## config.mk

```make
export PLATFORM = sky130hd
export DESIGN_NAME = sdram_cmd_monitor
export DESIGN_NICKNAME = d
export VERILOG_FILES = /design/src/rtl/sdram_mon_pkg.sv /design/src/rtl/sdram_mon_bank.sv /design/src/rtl/sdram_mon_track.sv /design/src/rtl/sdram_mon_ctrl.sv /design/src/rtl/sdram_cmd_monitor.sv
export SDC_FILE = /design/constraint.sdc
export NUM_CORES = 1
export LEC_CHECK = 0
export ABC_AREA = 0
export BUFFER_PORTS_ARGS = -buffer_cell sky130_fd_sc_hd__buf_2
export CORE_MARGIN = 10
export CORE_UTILIZATION = 47
export DETAILED_ROUTE_END_ITERATION = 16
export HOLD_SLACK_MARGIN = 0.1
export PLACE_DENSITY = 0.72
export SKIP_LAST_GASP = 1
export SLEW_MARGIN = 20
export SYNTH_ARGS = -nofsm -noshare
export SYNTH_HDL_FRONTEND = slang
export SYNTH_HIERARCHICAL = 1
export SYNTH_SLANG_ARGS = --single-unit
```

## constraint.sdc

```tcl
create_clock -name clk -period 2.25 [get_ports clk]
set_input_delay 0.45 -clock clk [delete_from_list [all_inputs] [get_ports clk]]
set_output_delay 0.45 -clock clk [all_outputs]
set_load 0.05 [all_outputs]
```

## src/rtl/sdram_mon_pkg.sv

```systemverilog
package sdram_mon_pkg;

  localparam int BANKS = 2;

  typedef enum logic [3:0] {
    CMD_DESL  = 4'd0,
    CMD_NOP   = 4'd1,
    CMD_BST   = 4'd2,
    CMD_READ  = 4'd3,
    CMD_WRITE = 4'd4,
    CMD_ACT   = 4'd5,
    CMD_PRE   = 4'd6,
    CMD_REF   = 4'd7,
    CMD_MRS   = 4'd8
  } cmd_e;

  typedef enum logic [1:0] {
    BK_IDLE   = 2'd0,
    BK_ACTIVE = 2'd1,
    BK_WREC   = 2'd2
  } bank_e;

  // strobes from the legality control into the state tracker
  typedef struct packed {
    logic [BANKS-1:0] openBank;
    logic [BANKS-1:0] closeBank;
    logic [BANKS-1:0] wrApBank;
    logic             startRef;
    logic             startMrs;
    logic             enterLp;
  } strobe_t;

  function automatic cmd_e decodeCmd(input logic csN, input logic rasN,
                                     input logic casN, input logic weN);
    cmd_e c;
    if (csN) begin
      c = CMD_DESL;
    end else begin
      case ({rasN, casN, weN})
        3'b111:  c = CMD_NOP;
        3'b110:  c = CMD_BST;
        3'b101:  c = CMD_READ;
        3'b100:  c = CMD_WRITE;
        3'b011:  c = CMD_ACT;
        3'b010:  c = CMD_PRE;
        3'b001:  c = CMD_REF;
        default: c = CMD_MRS;
      endcase
    end
    return c;
  endfunction

endpackage

```

## src/rtl/sdram_mon_bank.sv

```systemverilog
module sdram_mon_bank
  import sdram_mon_pkg::*;
#(
  parameter int DAL_CYC = 4,
  parameter int CNT_W   = 3
) (
  input  logic       clk,
  input  logic       rstN,
  input  logic       openStb,
  input  logic       closeStb,
  input  logic       wrApStb,
  output logic [1:0] state
);

  bank_e             stateQ;
  logic [CNT_W-1:0]  recCnt;

  always_ff @(posedge clk) begin
    if (!rstN) begin
      stateQ <= BK_IDLE;
      recCnt <= '0;
    end else if (wrApStb) begin
      if (DAL_CYC <= 1) begin
        stateQ <= BK_IDLE;
        recCnt <= '0;
      end else begin
        stateQ <= BK_WREC;
        recCnt <= CNT_W'(DAL_CYC - 1);
      end
    end else if (openStb) begin
      stateQ <= BK_ACTIVE;
    end else if (closeStb) begin
      stateQ <= BK_IDLE;
    end else if (stateQ == BK_WREC) begin
      if (recCnt <= CNT_W'(1)) begin
        stateQ <= BK_IDLE;
        recCnt <= '0;
      end else begin
        recCnt <= recCnt - CNT_W'(1);
      end
    end
  end

  assign state = stateQ;

endmodule

```

## src/rtl/sdram_mon_track.sv

```systemverilog
module sdram_mon_track
  import sdram_mon_pkg::*;
#(
  parameter int DAL_CYC = 4,
  parameter int RP_CYC  = 3,
  parameter int MCD_CYC = 2
) (
  input  logic                  clk,
  input  logic                  rstN,
  input  logic                  cke,
  input  strobe_t               stb,
  output logic [BANKS-1:0][1:0] bankSt,
  output logic                  devBusy,
  output logic                  lowPower
);

  localparam int MAX_A   = (DAL_CYC > RP_CYC) ? DAL_CYC : RP_CYC;
  localparam int MAX_CYC = (MAX_A > MCD_CYC) ? MAX_A : MCD_CYC;
  localparam int CNT_W   = $clog2(MAX_CYC + 1);

  logic [CNT_W-1:0] devCnt;
  logic             lowPowerQ;

  for (genvar g = 0; g < BANKS; g++) begin : g_bank
    sdram_mon_bank #(
      .DAL_CYC(DAL_CYC),
      .CNT_W  (CNT_W)
    ) i_bank (
      .clk     (clk),
      .rstN    (rstN),
      .openStb (stb.openBank[g]),
      .closeStb(stb.closeBank[g]),
      .wrApStb (stb.wrApBank[g]),
      .state   (bankSt[g])
    );
  end

  // device-wide recovery window after refresh or mode-register set
  always_ff @(posedge clk) begin
    if (!rstN) begin
      devCnt <= '0;
    end else if (stb.startRef) begin
      devCnt <= CNT_W'(RP_CYC - 1);
    end else if (stb.startMrs) begin
      devCnt <= CNT_W'(MCD_CYC - 1);
    end else if (devCnt != '0) begin
      devCnt <= devCnt - CNT_W'(1);
    end
  end

  always_ff @(posedge clk) begin
    if (!rstN) begin
      lowPowerQ <= 1'b0;
    end else begin
      lowPowerQ <= stb.enterLp | (lowPowerQ & ~cke);
    end
  end

  assign devBusy  = (devCnt != '0);
  assign lowPower = lowPowerQ;

endmodule

```

## src/rtl/sdram_mon_ctrl.sv

```systemverilog
module sdram_mon_ctrl
  import sdram_mon_pkg::*;
(
  input  logic                  clk,
  input  logic                  rstN,
  input  logic                  cke,
  input  logic                  csN,
  input  logic                  rasN,
  input  logic                  casN,
  input  logic                  weN,
  input  logic                  addrBank,
  input  logic                  addrAp,
  input  logic                  fullPage,
  input  logic [BANKS-1:0][1:0] bankSt,
  input  logic                  devBusy,
  input  logic                  lowPower,
  output strobe_t               stb,
  output logic [3:0]            cmdOut,
  output logic                  illegalPulse,
  output logic [3:0]            illegalCode
);

  cmd_e       cmd;
  logic [1:0] selSt;
  logic       allIdle;
  logic       anyWrec;
  logic       ignored;
  logic       legal;

  assign cmd = decodeCmd(csN, rasN, casN, weN);

  always_comb begin
    allIdle = 1'b1;
    anyWrec = 1'b0;
    for (int i = 0; i < BANKS; i++) begin
      if (bankSt[i] != BK_IDLE) allIdle = 1'b0;
      if (bankSt[i] == BK_WREC) anyWrec = 1'b1;
    end
    selSt = bankSt[addrBank];
  end

  always_comb begin
    ignored = lowPower | (~cke & allIdle & ~devBusy);
    case (cmd)
      CMD_DESL, CMD_NOP:   legal = 1'b1;
      CMD_BST:             legal = fullPage;
      CMD_READ, CMD_WRITE: legal = ~devBusy & (selSt == BK_ACTIVE);
      CMD_ACT:             legal = ~devBusy & (selSt == BK_IDLE);
      CMD_PRE:             legal = ~devBusy & (addrAp ? ~anyWrec : (selSt != BK_WREC));
      CMD_REF, CMD_MRS:    legal = ~devBusy & allIdle;
      default:             legal = 1'b0;
    endcase
  end

  always_comb begin
    stb         = '0;
    stb.enterLp = ~lowPower & ~cke & allIdle & ~devBusy;
    if (!ignored && legal) begin
      case (cmd)
        CMD_ACT:   stb.openBank[addrBank] = 1'b1;
        CMD_READ:  if (addrAp) stb.closeBank[addrBank] = 1'b1;
        CMD_WRITE: if (addrAp) stb.wrApBank[addrBank] = 1'b1;
        CMD_PRE: begin
          if (addrAp) stb.closeBank = '1;
          else        stb.closeBank[addrBank] = 1'b1;
        end
        CMD_REF:   stb.startRef = 1'b1;
        CMD_MRS:   stb.startMrs = 1'b1;
        default:   ;
      endcase
    end
  end

  always_ff @(posedge clk) begin
    if (!rstN) begin
      cmdOut       <= CMD_DESL;
      illegalPulse <= 1'b0;
      illegalCode  <= CMD_DESL;
    end else begin
      cmdOut       <= ignored ? CMD_DESL : cmd;
      illegalPulse <= ~ignored & ~legal;
      illegalCode  <= (~ignored & ~legal) ? cmd : CMD_DESL;
    end
  end

endmodule

```

## src/rtl/sdram_cmd_monitor.sv

```systemverilog
module sdram_cmd_monitor
  import sdram_mon_pkg::*;
#(
  parameter int DAL_CYC = 4,
  parameter int RP_CYC  = 3,
  parameter int MCD_CYC = 2
) (
  input  logic       clk,
  input  logic       rstN,
  input  logic       cke,
  input  logic       csN,
  input  logic       rasN,
  input  logic       casN,
  input  logic       weN,
  input  logic       addrBank,
  input  logic       addrAp,
  input  logic       fullPage,
  output logic [3:0] cmdOut,
  output logic [3:0] bankState,
  output logic       illegalPulse,
  output logic [3:0] illegalCode,
  output logic       busy
);

  strobe_t                stb;
  logic [BANKS-1:0][1:0]  bankSt;
  logic                   devBusy;
  logic                   lowPower;

  sdram_mon_ctrl i_ctrl (
    .clk         (clk),
    .rstN        (rstN),
    .cke         (cke),
    .csN         (csN),
    .rasN        (rasN),
    .casN        (casN),
    .weN         (weN),
    .addrBank    (addrBank),
    .addrAp      (addrAp),
    .fullPage    (fullPage),
    .bankSt      (bankSt),
    .devBusy     (devBusy),
    .lowPower    (lowPower),
    .stb         (stb),
    .cmdOut      (cmdOut),
    .illegalPulse(illegalPulse),
    .illegalCode (illegalCode)
  );

  sdram_mon_track #(
    .DAL_CYC(DAL_CYC),
    .RP_CYC (RP_CYC),
    .MCD_CYC(MCD_CYC)
  ) i_track (
    .clk     (clk),
    .rstN    (rstN),
    .cke     (cke),
    .stb     (stb),
    .bankSt  (bankSt),
    .devBusy (devBusy),
    .lowPower(lowPower)
  );

  assign bankState = bankSt;
  assign busy      = devBusy | lowPower;

endmodule

```

### Word level (Yosys, flattened, before mapping)

Cells that the tools add are included.
Widths: inputs -> output; s select.

* add/subtract/negate cells: 3
* order comparisons: 4
* equality and inequality tests: 23
* muxes and demuxes: 43
* bitwise gates (word level): 25
* reductions and logical operators: 37

Operators by type and width (count)
* $mux 2: 27
* $pmux 4 s7: 1
* $reduce_bool 3->1: 6
* $eq 4x3->1 const B: 4
* $reduce_bool 4->1: 4
* $reduce_or 2->1: 7
* $eq 3x3->1 const B: 4
* $reduce_and 3->1: 4
* $and 1x1->1: 11
* $not 1->1: 11
* $ne 2x2->1 const B: 5
* $reduce_and 2->1: 5
* $reduce_bool 2->1: 5
* $sub 3x1->3 const B: 3
* $eq 4x2->1 const B: 2
* $mux 1: 8
* $mux 8: 1
* $eq 3x2->1 const B: 2
* $le 3x1->1 const B: 2
* $mux 3: 2
* $pmux 1 s6: 1
* $eq 2x2->1 const B: 2
* $eq 4x1->1 const B: 1
* $eq 4x4->1 const B: 1
* other kinds (13): 16

* bits in registers: 23
* input bits: 10
* logic and storage cells: 150

### Longest topological paths before layout

Gate-level depths: netlist of run 1.

* depth in word-level cells: 12
* gate-level depth with buffers: 9
* gate-level depth less buffers: 9

### Modules after synthesis

Netlist of run 1, hierarchy kept.

Modules (own cells, without submodules)
* sdram_mon_ctrl: times used 1, cells an instance 65, area each 599.3 um2, seq. area each 180.2 um2
* sdram_mon_bank: times used 2, cells an instance 31, area each 275.3 um2, seq. area each 100.1 um2
* sdram_mon_track: times used 1, cells an instance 22, area each 207.7 um2, seq. area each 80.1 um2
* sdram_cmd_monitor: times used 1, cells an instance 1, area each 6.3 um2, seq. area each 0.0 um2

### Least setup slack after synthesis of run 1

Ideal clock, no wire load.

* kind: register to register
* from: register i_track.g_bank[0].i_bank.stateQ[1]
* to: register i_track.g_bank[0].i_bank.recCnt[0]
* setup time: 0.123 ns
* arrival time: 2.448 ns
* data required time: 2.127 ns
* slack: -0.321 ns
* stages on the path, launching flop included: 9
* clock period less this slack: 2.571 ns
* path through: dfxtp_1 nor3b_1 o32ai_1 a211oi_2 nor3_2 and4_1 or4b_1 a21oi_1 a21boi_1

RTL lines
* start, declared: RTL line sdram_mon_bank.sv:15 `bank_e stateQ;`
* start signal, assigned: RTL line sdram_mon_bank.sv:20 `stateQ <= BK_IDLE;`
* start signal, assigned: RTL line sdram_mon_bank.sv:24 `stateQ <= BK_IDLE;`
* start signal, assigned: RTL line sdram_mon_bank.sv:27 `stateQ <= BK_WREC;`
* end signal, assigned: RTL line sdram_mon_bank.sv:28 `recCnt <= CNT_W'(DAL_CYC - 1);`
* end signal, assigned: RTL line sdram_mon_bank.sv:39 `recCnt <= recCnt - CNT_W'(1);`
* end, declared: RTL line sdram_mon_bank.sv:16 `logic [CNT_W-1:0] recCnt;`

==> results of run 1 <==
## placed cells by master (no fill, tap or decap), types with 5 or more instances in the layout
| cell | netlist | layout |
|---|---|---|
| inv_1 | 16 | 15 |
| nor2_1 | 9 | 8 |
| a21oi_2 | 0 | 5 |
| ha_1 | 6 | 6 |
| nor2b_1 | 11 | 11 |
| a21oi_1 | 11 | 6 |
| buf_2 | 1 | 23 |
| buf_4 | 0 | 25 |
| nor3b_1 | 7 | 6 |
| o211ai_1 | 5 | 5 |
| dfxtp_1 | 23 | 19 |
## metal layers
metal	GRT usage	vias up
li1	-	661
met1	0.138	638
met2	0.252	22
met3	0.0336	6
met4	0.0580	0
met5	0	-
## critical path, delay by kind of cell, from the launching register on
kind | cells | cell delay (ns)
compound gates | 2 | 0.23
simple gates | 5 | 1.67
flops | 1 | 0.37
## cells by family (layout without fill, tap and decap cells)
family                     Yosys count  in the layout  share of synthesized area
buffers and inverters               18             73                     0.0505
adders and majority gates            6              6                     0.0550
AOI/OAI and AO/OA                   39             39                      0.222
xor gates and xnor gates             2              2                     0.0128
DFF                                 23             23                      0.338
and+or+nand+nor                     62             62                      0.322
## worst paths after layout
path                                   endpoint  slack (ns)  cells past startpoint
min                            i_ctrl/cmdOut[0]        0.48                      2
min reg2reg                   i_track/devCnt[2]        0.58                      2
max          i_track/g_bank[1].i_bank/recCnt[0]       -0.12                      7
max reg2reg  i_track/g_bank[1].i_bank/recCnt[0]       -0.12                      7
## sequential cells by signal (all words and copies together), names as in the netlist
register	flops
i_track/g_bank.i_bank/recCnt	6
i_ctrl/cmdOut	4
i_ctrl/illegalCode	4
i_track/g_bank.i_bank/state	4
i_track/devCnt	3
i_ctrl/illegalPulse	1
i_track/lowPower	1
## final cells by class
class / instances / area [um2]
Fill cell: 239 / 888
Multi-Input combinational cell: 109 / 923
Clock inverter: 1 / 5.00
Inverter: 17 / 63.8
Clock buffer: 3 / 22.5
Tap cell: 31 / 38.8
Timing Repair Buffer: 52 / 348
Sequential cell: 23 / 468
## through the flow
stage          power, mW  hold WS, ns
5_1_grt             1.32        0.468
3_5_place_dp        1.02        0.559
3_3_place_gp        1.00        0.542
6_report            1.24        0.478
4_1_cts             1.24        0.456
2_1_floorplan      0.845        0.506
## what timing repair did
action	4_1_cts	5_1_grt
setup buffers	2	2
endpoints found under the setup margin	7	11
pin swaps	9	11
resized for setup	11	13
## power by group
group | switching [mW] | internal [mW] | total [mW] | leakage (nW)
logic | 0.327 | 0.247 | 0.573 | 0.625
registers | 0.0270 | 0.447 | 0.474 | 0.189
clock network | 0.128 | 0.0664 | 0.194 | 0.0177
==> summary.md, run 1 <==
| Metric | Value |
|---|---|
| Status | finished with violations |
| Failing checks | setup timing |
| DR DRC count | 0 |
| GPL Wtd Cong | 0.882 |
| Reg2reg start | i_track/g_bank[0].i_bank/state[1] |
| Flops & latches, synth | 23 |
| Fin area | 1870 um2 |
| Antenna-violating nets left | 0 |
| Place WS | -0.177 ns |
| WL final | between 3 and 4 mm |
| Worst Path Arrival | ~2.6 ns |
| Synth top cells by count | dfxtp_1 (23), inv_1 (16), a21oi_1 (11), nor2b_1 (11), nor2_1 (9) |
| Buffers on Ports | 23 |
| Minimum clock period | roughly 2.4 ns |
| Syn_nets | ~170 |
| DP Wirelength | around 2.9 mm |
| Critical Path Slowest Stage Cell | or4_4 |
| Cell taking the most area after synthesis | dfxtp_1 |
| Clock latency on the worst-skew pair | 0.31 ns |
| Fin util | 0.678 |
| Final worst setup slack | -0.122 ns |
| Die area | between 5000 and 6000 um2 |
| Critical path class | reg2reg |
| Hold_buf cts | 0 |
| Maxcap violations | 0 |
| Total CTS buffers | 3 |
| F_max | about 0.42 GHz |
| CP cell instances | or4_4 -> nor3_4 -> nor2_2 -> and4_1 -> or4b_4 -> a21oi_2 -> a21boi_1 |
| Synth top area share | 0.338 |
| Via count | between 1000 and 1500 |
| Setup Skew | 0.000901 ns |
| Final Slew Violations | 0 |
| Leakage | 0.832 nW |
| Top sig layer | met4 |
| Synth async-reset ratio | 0 |
| Total GRT Usage | 0.136 |
| Setup Viol. Count Final | 5 |
| Final Hold Viols | 0 |
| Routed length on met3 | between 200 and 250 um |
| Largest net degree at the start of global routing | 15 |
| # rows | 19 |
| Worst hold path class | in2reg |
| YS warnings | 6 |
| Relative slew slack | 0.687 |
| Die Y | approximately 74 um |
| GRT overflow | 0 |
| Delay of the slowest cell on the worst path | around 0.57 ns |
| Slew @ Worst Pin | 0.465 ns |
| Fraction of layout cells with a size suffix above 1 | 0.429 |
| Seq/Total Area, Yosys | 0.338 |
| Total Neg Setup Slack | -0.460 ns |
| Initial antenna violation count | 0 |
| Drt pass-1 iters | 4 |
| Clk slew on worst S/H paths | approximately 0.13 ns |
| Nature of the critical path startpoint | flip-flop |
| Max FO, Critical Path | 4 |
| Initial Util | 0.495 |
| Clk buf depth | 2 |
| DRT iter0 DRCs | 63 |
| Final period util | 1.05 |
| Clock Sinks | 23 |
| Critical path launch point | i_track/g_bank[0].i_bank/state[1] |
| M1 wire length | 1.42 mm |
| Vias per cell | between 5 and 6 |
| Area growth syn-to-layout | 37.1% |
| Htree depth | 1 |
| # IOs | 24 |
| Placed Instance Area | roughly 1700 um2 |
| DR WL/cell | around 16 um |
| First-pass GRT wire length | approximately 6 mm |
| Hold wc startpoint | weN |
| Area contributors post-synth | dfxtp_1 (34%), ha_1 (5.5%), nor2b_1 (5.0%) |
| Crit path required time | between 2 and 2.5 ns |
| Nets | around 220 |
| Number of flops mapped to enable cells by yosys | 0 |
| Metal2 WL | 1.97 mm |
| Finished Layout Cells | 236 |
| Core Box Area | roughly 2800 um2 |
| N_diodes | 0 |
| Critical Path End Type | flip-flop |
| Top-count cell post-synth | dfxtp_1 |
| CTS root buf | clkbuf_4 |
| Avg Cell Area, Syn | 9.09 um2 |
| RSZ-0062 raised after global routing | yes |
| Number of global-route vias before repair | about 1400 |
| Primary FF master, synth | dfxtp_1 |
| Mapped Area | ~1400 um2 |
| VDD IR max | approximately 0.00063 V |
| Die W | around 74 um |
| TritonCTS clock tree | yes |
| Placed cell count | ~230 |
| PwrDens | roughly 660 nW/um2 |
| Cell count after synthesis | 150 |
| Cell variety after synth | 41 |
(Power assumes the default switching activity.)
==> run 2: changes to the inputs <==
--- a/config.mk
+++ b/config.mk
@@ -11,10 +11,9 @@
 export CORE_UTILIZATION = 47
 export DETAILED_ROUTE_END_ITERATION = 16
 export HOLD_SLACK_MARGIN = 0.1
-export PLACE_DENSITY = 0.72
+export PLACE_DENSITY = 0.71
 export SKIP_LAST_GASP = 1
 export SLEW_MARGIN = 20
 export SYNTH_ARGS = -nofsm -noshare
 export SYNTH_HDL_FRONTEND = slang
-export SYNTH_HIERARCHICAL = 1
 export SYNTH_SLANG_ARGS = --single-unit
==> run 2 against run 1 <==
- the flow still finishes with violations (setup timing)
- core utilization up 8.6 points
- sequential share of layout area down 5.1 points
- non-clock buffer count up 19
- wire length up 21%
- critical path type is now in2reg
- global-route usage up 0.34 points
- synthesized cell count up 14%
- clock skew up 0.0084 ns
- total power up 22%
- critical path depth up 4
- clock power up 5%
- combinational power up 46%
==> summary.md, run 2 <==
| Metric | Value |
|---|---|
| Synth top cells by count | dfxtp_1 (23), nor3_1 (18), nor2_1 (15) (was dfxtp_1 (23), inv_1 (16), a21oi_1 (11), nor2b_1 (11), nor2_1 (9)) |
| Area growth syn-to-layout | 57.0% (was 37.1%) |
| Status | finished with violations (unchanged) |
| Placed Instance Area | 2020 um2 (was 1730 um2) |
| Fin area | 2310 um2 (was 1870 um2) |
| Commonest non-fill, non-tap cell in the layout | buf_4 (unchanged) |
| Fraction of layout cells with a size suffix above 1 | 0.508 (was 0.429) |
| Final worst setup slack | -0.0968 ns (was -0.122 ns) |
| WL final | 4.45 mm (was 3.67 mm) |
| Syn_nets | 191 (was 166) |
| DR DRC count | 0 (unchanged) |
| Critical path class | in2reg (was reg2reg) |
| Primary FF master, synth | dfxtp_1 (unchanged) |
| Cell count after synthesis | 171 (was 150) |
| # IOs | 24 (unchanged) |
| Initial Util | 0.486 (was 0.495) |
| Fin util | 0.764 (was 0.678) |
| Synth top area share | 0.313 (was 0.338) |
| Multiplexer area fraction after synthesis | 0.0280 (was 0) |
| RSZ-0062 raised after global routing | yes (unchanged) |
| XOR/XNOR Fraction of Synth Area | 0.0119 (was 0.0128) |
| Maxcap violations | 0 (unchanged) |
| DR WL/cell | 15.7 um (was 15.6 um) |
| Total CTS buffers | 3 (unchanged) |
| First-pass GRT wire length | 6.85 mm (was 5.97 mm) |
| Die area | 5770 um2 (was 5460 um2) |
| Avg Cell Area, Syn | 8.61 um2 (was 9.09 um2) |
| YS warnings | 0 (was 6) |
| Setup Viol. Count Final | 12 (was 5) |
| Crit path required time | 2.48 ns (was 2.46 ns) |
| Largest family of logic cells by synthesized area | simple AND/OR/NAND/NOR gates (unchanged) |
| PwrDens | 656 nW/um2 (was 664 nW/um2) |
| Max reg flops | 6 (unchanged) |
| Final Slew Violations | 0 (unchanged) |
| Die Y | 76.0 um (was 73.9 um) |
| Synth Area in Compound Gates | 0.203 (was 0.222) |
| Clock Power Share | 0.134 (was 0.156) |
| Clk slew on worst S/H paths | 0.13 ns (about the same) |
| Cell variety after synth | 44 (was 41) |
| # rows | 20 (was 19) |
| N_diodes | 0 (unchanged) |
| F_max | 0.426 GHz (was 0.422 GHz) |
| Antenna-violating nets left | 0 (unchanged) |
| Initial antenna violation count | 0 (unchanged) |
| Nets | 261 (was 222) |
| Htree depth | 1 (unchanged) |
| Failing checks | setup timing (unchanged) |
| Core Box Area | 3030 um2 (was 2760 um2) |
| Via count | 1537 (was 1327) |
| Minimum clock period | 2.35 ns (was 2.37 ns) |
| Nature of the critical path startpoint | primary input (was flip-flop) |
| Buffers on Ports | 23 (unchanged) |
| Max FO, Critical Path | 5 (was 4) |
| Area contributors post-synth | dfxtp_1 (31%), ha_1 (8.5%), nor3_1 (6.1%) (was dfxtp_1 (34%), ha_1 (5.5%), nor2b_1 (5.0%)) |
| Vias per cell | 5.41 (was 5.62) |
| Flops & latches, synth | 23 (unchanged) |
| TritonCTS clock tree | yes (unchanged) |
| Die W | 76.0 um (was 73.9 um) |
| Synth Area in Simple Gates | 0.284 (was 0.322) |
| Final Hold Viols | 0 (unchanged) |
| Biggest register | i_track.g_bank.i_bank.recCnt (was i_track/g_bank.i_bank/recCnt) |
| Synth async-reset ratio | 0 (unchanged) |
| Slew @ Worst Pin | 0.459 ns (was 0.465 ns) |
| Sw Ratio | 0.404 (was 0.388) |
| Switch Pwr | 0.614 mW (was 0.482 mW) |
| Clock Sinks | 23 (unchanged) |
| Mapped Area | 1470 um2 (was 1360 um2) |
| GRT overflow | 0 (unchanged) |
| Largest net degree at the start of global routing | 14 (was 15) |
| GPL Wtd Cong | 0.833 (was 0.882) |
| Setup Skew | 0.00932 ns (was 0.000901 ns) |
| Critical Path End Type | flip-flop (unchanged) |
| R2R Setup Slk | -0.03 ns (was -0.12 ns) |
| Clk buf depth | 2 (unchanged) |
| Total GRT Usage | 0.139 (was 0.136) |
| Adder-Cell Fraction of Synth Area | 0.0850 (was 0.0550) |
| Top-count cell post-synth | dfxtp_1 (unchanged) |
| Seq/Total Area, Yosys | 0.313 (was 0.338) |
| VDD IR max | 0.000436 V (was 0.000625 V) |
| Logic gate share of total power | 0.550 (was 0.462) |
| Worst hold path class | in2reg (unchanged) |
| Relative slew slack | 0.685 (was 0.687) |
| CTS root buf | clkbuf_4 (unchanged) |
| Number of flops mapped to enable cells by yosys | 0 (unchanged) |
| Drt pass-1 iters | 4 (unchanged) |
| Share of power burned in registers | 0.316 (was 0.382) |
| DRT iter0 DRCs | 42 (was 63) |
| Leakage | 1.00 nW (was 0.832 nW) |
| DP Wirelength | 3.38 mm (was 2.91 mm) |
| Final period util | 1.04 (was 1.05) |
| Hold_buf cts | 0 (unchanged) |
| Clock latency on the worst-skew pair | 0.33 ns (was 0.31 ns) |
| Number of global-route vias before repair | 1570 (was 1403) |
| Cell Int Power | 0.904 mW (was 0.760 mW) |
| Commonest non-fill, non-tap cells in the layout | buf_4 (47), dfxtp_1 (23), buf_2 (21), nor2_1 (13) (was buf_4 (25), buf_2 (23), dfxtp_1 (19), inv_1 (15), nor2b_1 (11)) |
| Cell taking the most area after synthesis | dfxtp_1 (unchanged) |
| Worst Path Arrival | 2.58 ns (about the same) |
-- run 2: cell families (layout without fill, tap and decap cells) --
logic type,count (synthesis),in the layout
simple gates,72,72
compound gates,40,41
flops,23,23
buf+inv,20,88
fa+ha+maj,10,10
mux,4,4
xor+xnor,2,2
-- run 2: area by class of cell --
class | instances | area, um2
clock buffer | 4 | 26.3
fill | 210 | 716
inverter | 13 | 68.8
multi-input combinational | 129 | 1190
sequential | 23 | 460
tap | 44 | 55.1
timing repair buffer | 71 | 509
-- run 2: power by group through the flow --
stage	combinational, mW	clock (mW)	sequential [mW]
final	0.835	0.204	0.479
after global routing	0.886	0.216	0.484
after CTS	0.739	0.196	0.476
after detailed placement	0.677	0	0.484
after global placement	0.646	0	0.482
after floorplan	0.393	0	0.537
-- run 2: critical path: stages --
cell and delay (ns):
buf_12 0.10, inv_12 0.03, ha_4 0.26, or3b_4 0.39
a2111oi_4 0.33, nor3_2 0.10, o311ai_4 0.31, a21bo_4 0.24
nor4_4 0.07, buf_4 0.15, o21a_1 0.16
-- run 2: metal layers --
layer	wire [um]	track usage	share of wire	vias up
li1	-	-	-	761
met1	1720	0.133	0.39	720
met2	2320	0.261	0.52	41
met3	255	0.0425	0.057	15
met4	154	0.0682	0.035	0
met5	0	0	0	-
-- run 2: path summary, 6_finish.rpt --
path / from / to / depth (start not counted)
worst min register to register: i_track.lowPower / i_track.lowPower / 2
worst min-delay path: cke / i_track.lowPower / 2
worst max register to register: i_track.g_bank[0].i_bank.state[1] / i_track.devCnt[2] / 8
worst max-delay path: weN / i_track.g_bank[0].i_bank.recCnt[1] / 11
-- run 2: repair_timing --
item	in CTS	in global routing
setup buffers	1	7
pin swaps	14	11
gates resized for setup	23	17
hold endpoints to repair	0	0
cloned	1	0
endpoints found under the setup margin	17	18
-- run 2: through the flow --
step / std cells / TNS, ns / power, mW / worst slack [ns] / hold WS (ns)
6_report: 284 / -0.669 / 1.52 / -0.0968 / 0.284
5_1_grt: 284 / -1.73 / 1.59 / -0.145 / 0.296
4_1_cts: 278 / -2.01 / 1.41 / -0.156 / 0.302
3_5_place_dp: 272 / -9.85 / 1.16 / -0.672 / 0.503
3_3_place_gp: 272 / -8.21 / 1.13 / -0.575 / 0.488
2_1_floorplan: 171 / -3.33 / 0.930 / -0.337 / 0.476
==> run 3: changes to the inputs <==
--- a/config.mk
+++ b/config.mk
@@ -12,6 +12,7 @@
 export DETAILED_ROUTE_END_ITERATION = 16
 export HOLD_SLACK_MARGIN = 0.1
 export PLACE_DENSITY = 0.71
+export SETUP_SLACK_MARGIN = 0.05
 export SKIP_LAST_GASP = 1
 export SLEW_MARGIN = 20
 export SYNTH_ARGS = -nofsm -noshare
==> run 3 against run 2 <==
- the run still ends with setup timing left
- non-clock buffer count unchanged
- final cell count unchanged
- flip-flop and latch count unchanged
- via count down 0.59%
- first-iteration DRC count up 33%
- clock power about the same
- core utilization unchanged
- fmax about the same
- global-route usage unchanged
- worst setup slack worse by 0.0017 ns
- largest cell class unchanged
==> summary.md, run 3 (same netlist as run 2, synthesis figures left out) <==
| Metric | Value |
|---|---|
| Area growth syn-to-layout | 57.0% (unchanged) |
| Core Box Area | 3030 um2 (unchanged) |
| Max reg flops | 6 (unchanged) |
| Clk slew on worst S/H paths | 0.13 ns (about the same) |
| Clock Power Share | 0.133 (was 0.134) |
| Fraction of layout cells with a size suffix above 1 | 0.508 (unchanged) |
| GRT overflow | 0 (unchanged) |
| Delay of the slowest cell on the worst path | 0.39 ns (about the same) |
| WL final | 4.43 mm (was 4.45 mm) |
| DRT iter0 DRCs | 56 (was 42) |
| DP Wirelength | 3.38 mm (unchanged) |
| Die Y | 76.0 um (unchanged) |
| GPL Wtd Cong | 0.833 (unchanged) |
| Maxcap violations | 0 (unchanged) |
| TritonCTS clock tree | yes (unchanged) |
| Commonest non-fill, non-tap cells in the layout | buf_4 (47), dfxtp_1 (23), buf_2 (21), nor2_1 (13) (unchanged) |
| # rows | 20 (unchanged) |
| Initial Util | 0.486 (unchanged) |
| Die W | 76.0 um (unchanged) |
| Drt pass-1 iters | 4 (unchanged) |
| Worst path bufs/invs | 3 (unchanged) |
| Leakage | 1.00 nW (about the same) |
| Failing checks | setup timing (unchanged) |
| First-pass GRT wire length | 6.85 mm (unchanged) |
| Number of global-route vias before repair | 1570 (unchanged) |
| Clock latency on the worst-skew pair | 0.33 ns (about the same) |
| CP delay by family, top | compound AO/OA/AOI/OAI gates (unchanged) |
| Buffers on Ports | 23 (unchanged) |
| # IOs | 24 (unchanged) |
| RSZ-0062 raised after global routing | yes (unchanged) |
| Final worst setup slack | -0.0985 ns (was -0.0968 ns) |
| Nature of the critical path startpoint | primary input (unchanged) |
| Relative slew slack | 0.685 (about the same) |
| DR WL/cell | 15.6 um (was 15.7 um) |
| Cell Int Power | 0.904 mW (about the same) |
| Clock Sinks | 23 (unchanged) |
| Critical Path End Type | flip-flop (unchanged) |
| Total Neg Setup Slack | -0.680 ns (was -0.669 ns) |
| Total GRT Usage | 0.139 (unchanged) |
| Slew @ Worst Pin | 0.460 ns (was 0.459 ns) |
| Logic gate share of total power | 0.551 (was 0.550) |
| Critical Path Slowest Stage Cell | or3b_4 (unchanged) |
| Status | finished with violations (unchanged) |
| Critical path class | in2reg (unchanged) |
| Hold_buf cts | 0 (unchanged) |
| Vias per cell | 5.38 (was 5.41) |
| Total CTS buffers | 3 (unchanged) |
| Commonest non-fill, non-tap cell in the layout | buf_4 (unchanged) |
| Nets | 261 (unchanged) |
| Via count | 1528 (was 1537) |
| DR DRC count | 0 (unchanged) |
| Largest net degree at the start of global routing | 14 (unchanged) |
| PwrDens | 655 nW/um2 (was 656 nW/um2) |
| Biggest register | i_track.g_bank.i_bank.recCnt (unchanged) |
| Minimum clock period | 2.35 ns (about the same) |
| N_diodes | 0 (unchanged) |
| Crit path required time | 2.48 ns (about the same) |
| Setup Viol. Count Final | 12 (unchanged) |
| Switch Pwr | 0.610 mW (was 0.614 mW) |
| Max FO, Critical Path | 5 (unchanged) |
| VDD IR max | 0.000434 V (was 0.000436 V) |
| Initial antenna violation count | 0 (unchanged) |
| F_max | 0.426 GHz (about the same) |
| Final Slew Violations | 0 (unchanged) |
| Clk buf depth | 2 (unchanged) |
| Sw Ratio | 0.403 (was 0.404) |
| Worst Path Arrival | 2.57 ns (was 2.58 ns) |
| CTS root buf | clkbuf_4 (unchanged) |
| Share of power burned in registers | 0.317 (was 0.316) |
| Final Hold Viols | 0 (unchanged) |
| Final Total Pwr | 1.51 mW (was 1.52 mW) |
| Setup Skew | 0.0115 ns (was 0.00932 ns) |
| Die area | 5770 um2 (unchanged) |
| Worst hold path class | in2reg (unchanged) |
| Fin util | 0.764 (unchanged) |
| Final period util | 1.04 (about the same) |
| CP cell instances | buf_12 -> inv_12 -> ha_4 -> or3b_4 -> a2111oi_4 -> nor3_2 -> o311ai_4 -> a21bo_4 -> nor4_4 -> buf_4 -> o21a_1 (unchanged) |
| Htree depth | 1 (unchanged) |
| Antenna-violating nets left | 0 (unchanged) |
-- run 3: cell counts in the layout (fill, tap and decap cells not counted) --
No cell type changed its count.
-- run 3: power by group through the flow --
| stage | Sequential (mW) | Clock [mW] | Combinational [mW] |
|---|---|---|---|
| after floorplan | 0.537 | 0 | 0.393 |
| after global placement | 0.482 | 0 | 0.646 |
| after CTS | 0.476 | 0.196 | 0.739 |
| final | 0.479 | 0.201 | 0.834 |
| after detailed placement | 0.484 | 0 | 0.677 |
| after global routing | 0.484 | 0.216 | 0.887 |
-- run 3: area by class of cell --
cell class                      count  area, um2
Sequential cell                    23        460
Tap cell                           44       55.1
Clock buffer                        4       26.3
Fill cell                         210        716
Timing Repair Buffer               71        509
Inverter                           13       68.8
Multi-Input combinational cell    129       1190
-- run 3: metal layers --
layer  vias to the layer above  global-route usage  part of all wire
li1                        760                   -                 -
met1                       713               0.133              0.39
met2                        38               0.261              0.52
met3                        17              0.0425             0.054
met4                         0              0.0682             0.037
met5                         -                   0                 0
-- run 3: final timing paths --
check | start | to | slack (ns) | depth (start not counted)
max reg2reg | i_track.g_bank[0].i_bank.state[1] | i_track.devCnt[2] | -0.01 | 8
min reg2reg | i_track.lowPower | i_track.lowPower | 0.53 | 2
max | weN | i_track.g_bank[0].i_bank.recCnt[1] | -0.1 | 11
min | cke | i_track.lowPower | 0.29 | 2
-- run 3: timing repair --
| action | CTS | global route |
|---|---|---|
| gates resized for setup | 23 | 17 |
| setup endpoints to repair | 18 | 18 |
| pin swaps | 14 | 12 |
| cloned | 1 | 0 |
| setup buffers | 1 | 7 |
-- run 3: per-stage QoR --
| step | hold WS (ns) | area, um2 | worst slack [ns] | std cells |
|---|---|---|---|---|
| final | 0.286 | 2310 | -0.0985 | 284 |
| after global routing | 0.296 | 2310 | -0.145 | 284 |
| after CTS | 0.302 | 2170 | -0.156 | 278 |
| after detailed placement | 0.503 | 2020 | -0.672 | 272 |
| after global placement | 0.488 | 2020 | -0.575 | 272 |
| after floorplan | 0.476 | 1610 | -0.337 | 171 |
-- run 3: worst reg2reg max path, delay by kind of cell, from the launching register on --
family | cells | cell delay [ns]
AO/OA/AOI/OAI | 4 | 0.99
flip-flops | 1 | 0.34
buffers and inverters | 1 | 0.13
AND/OR/NAND/NOR | 3 | 0.73
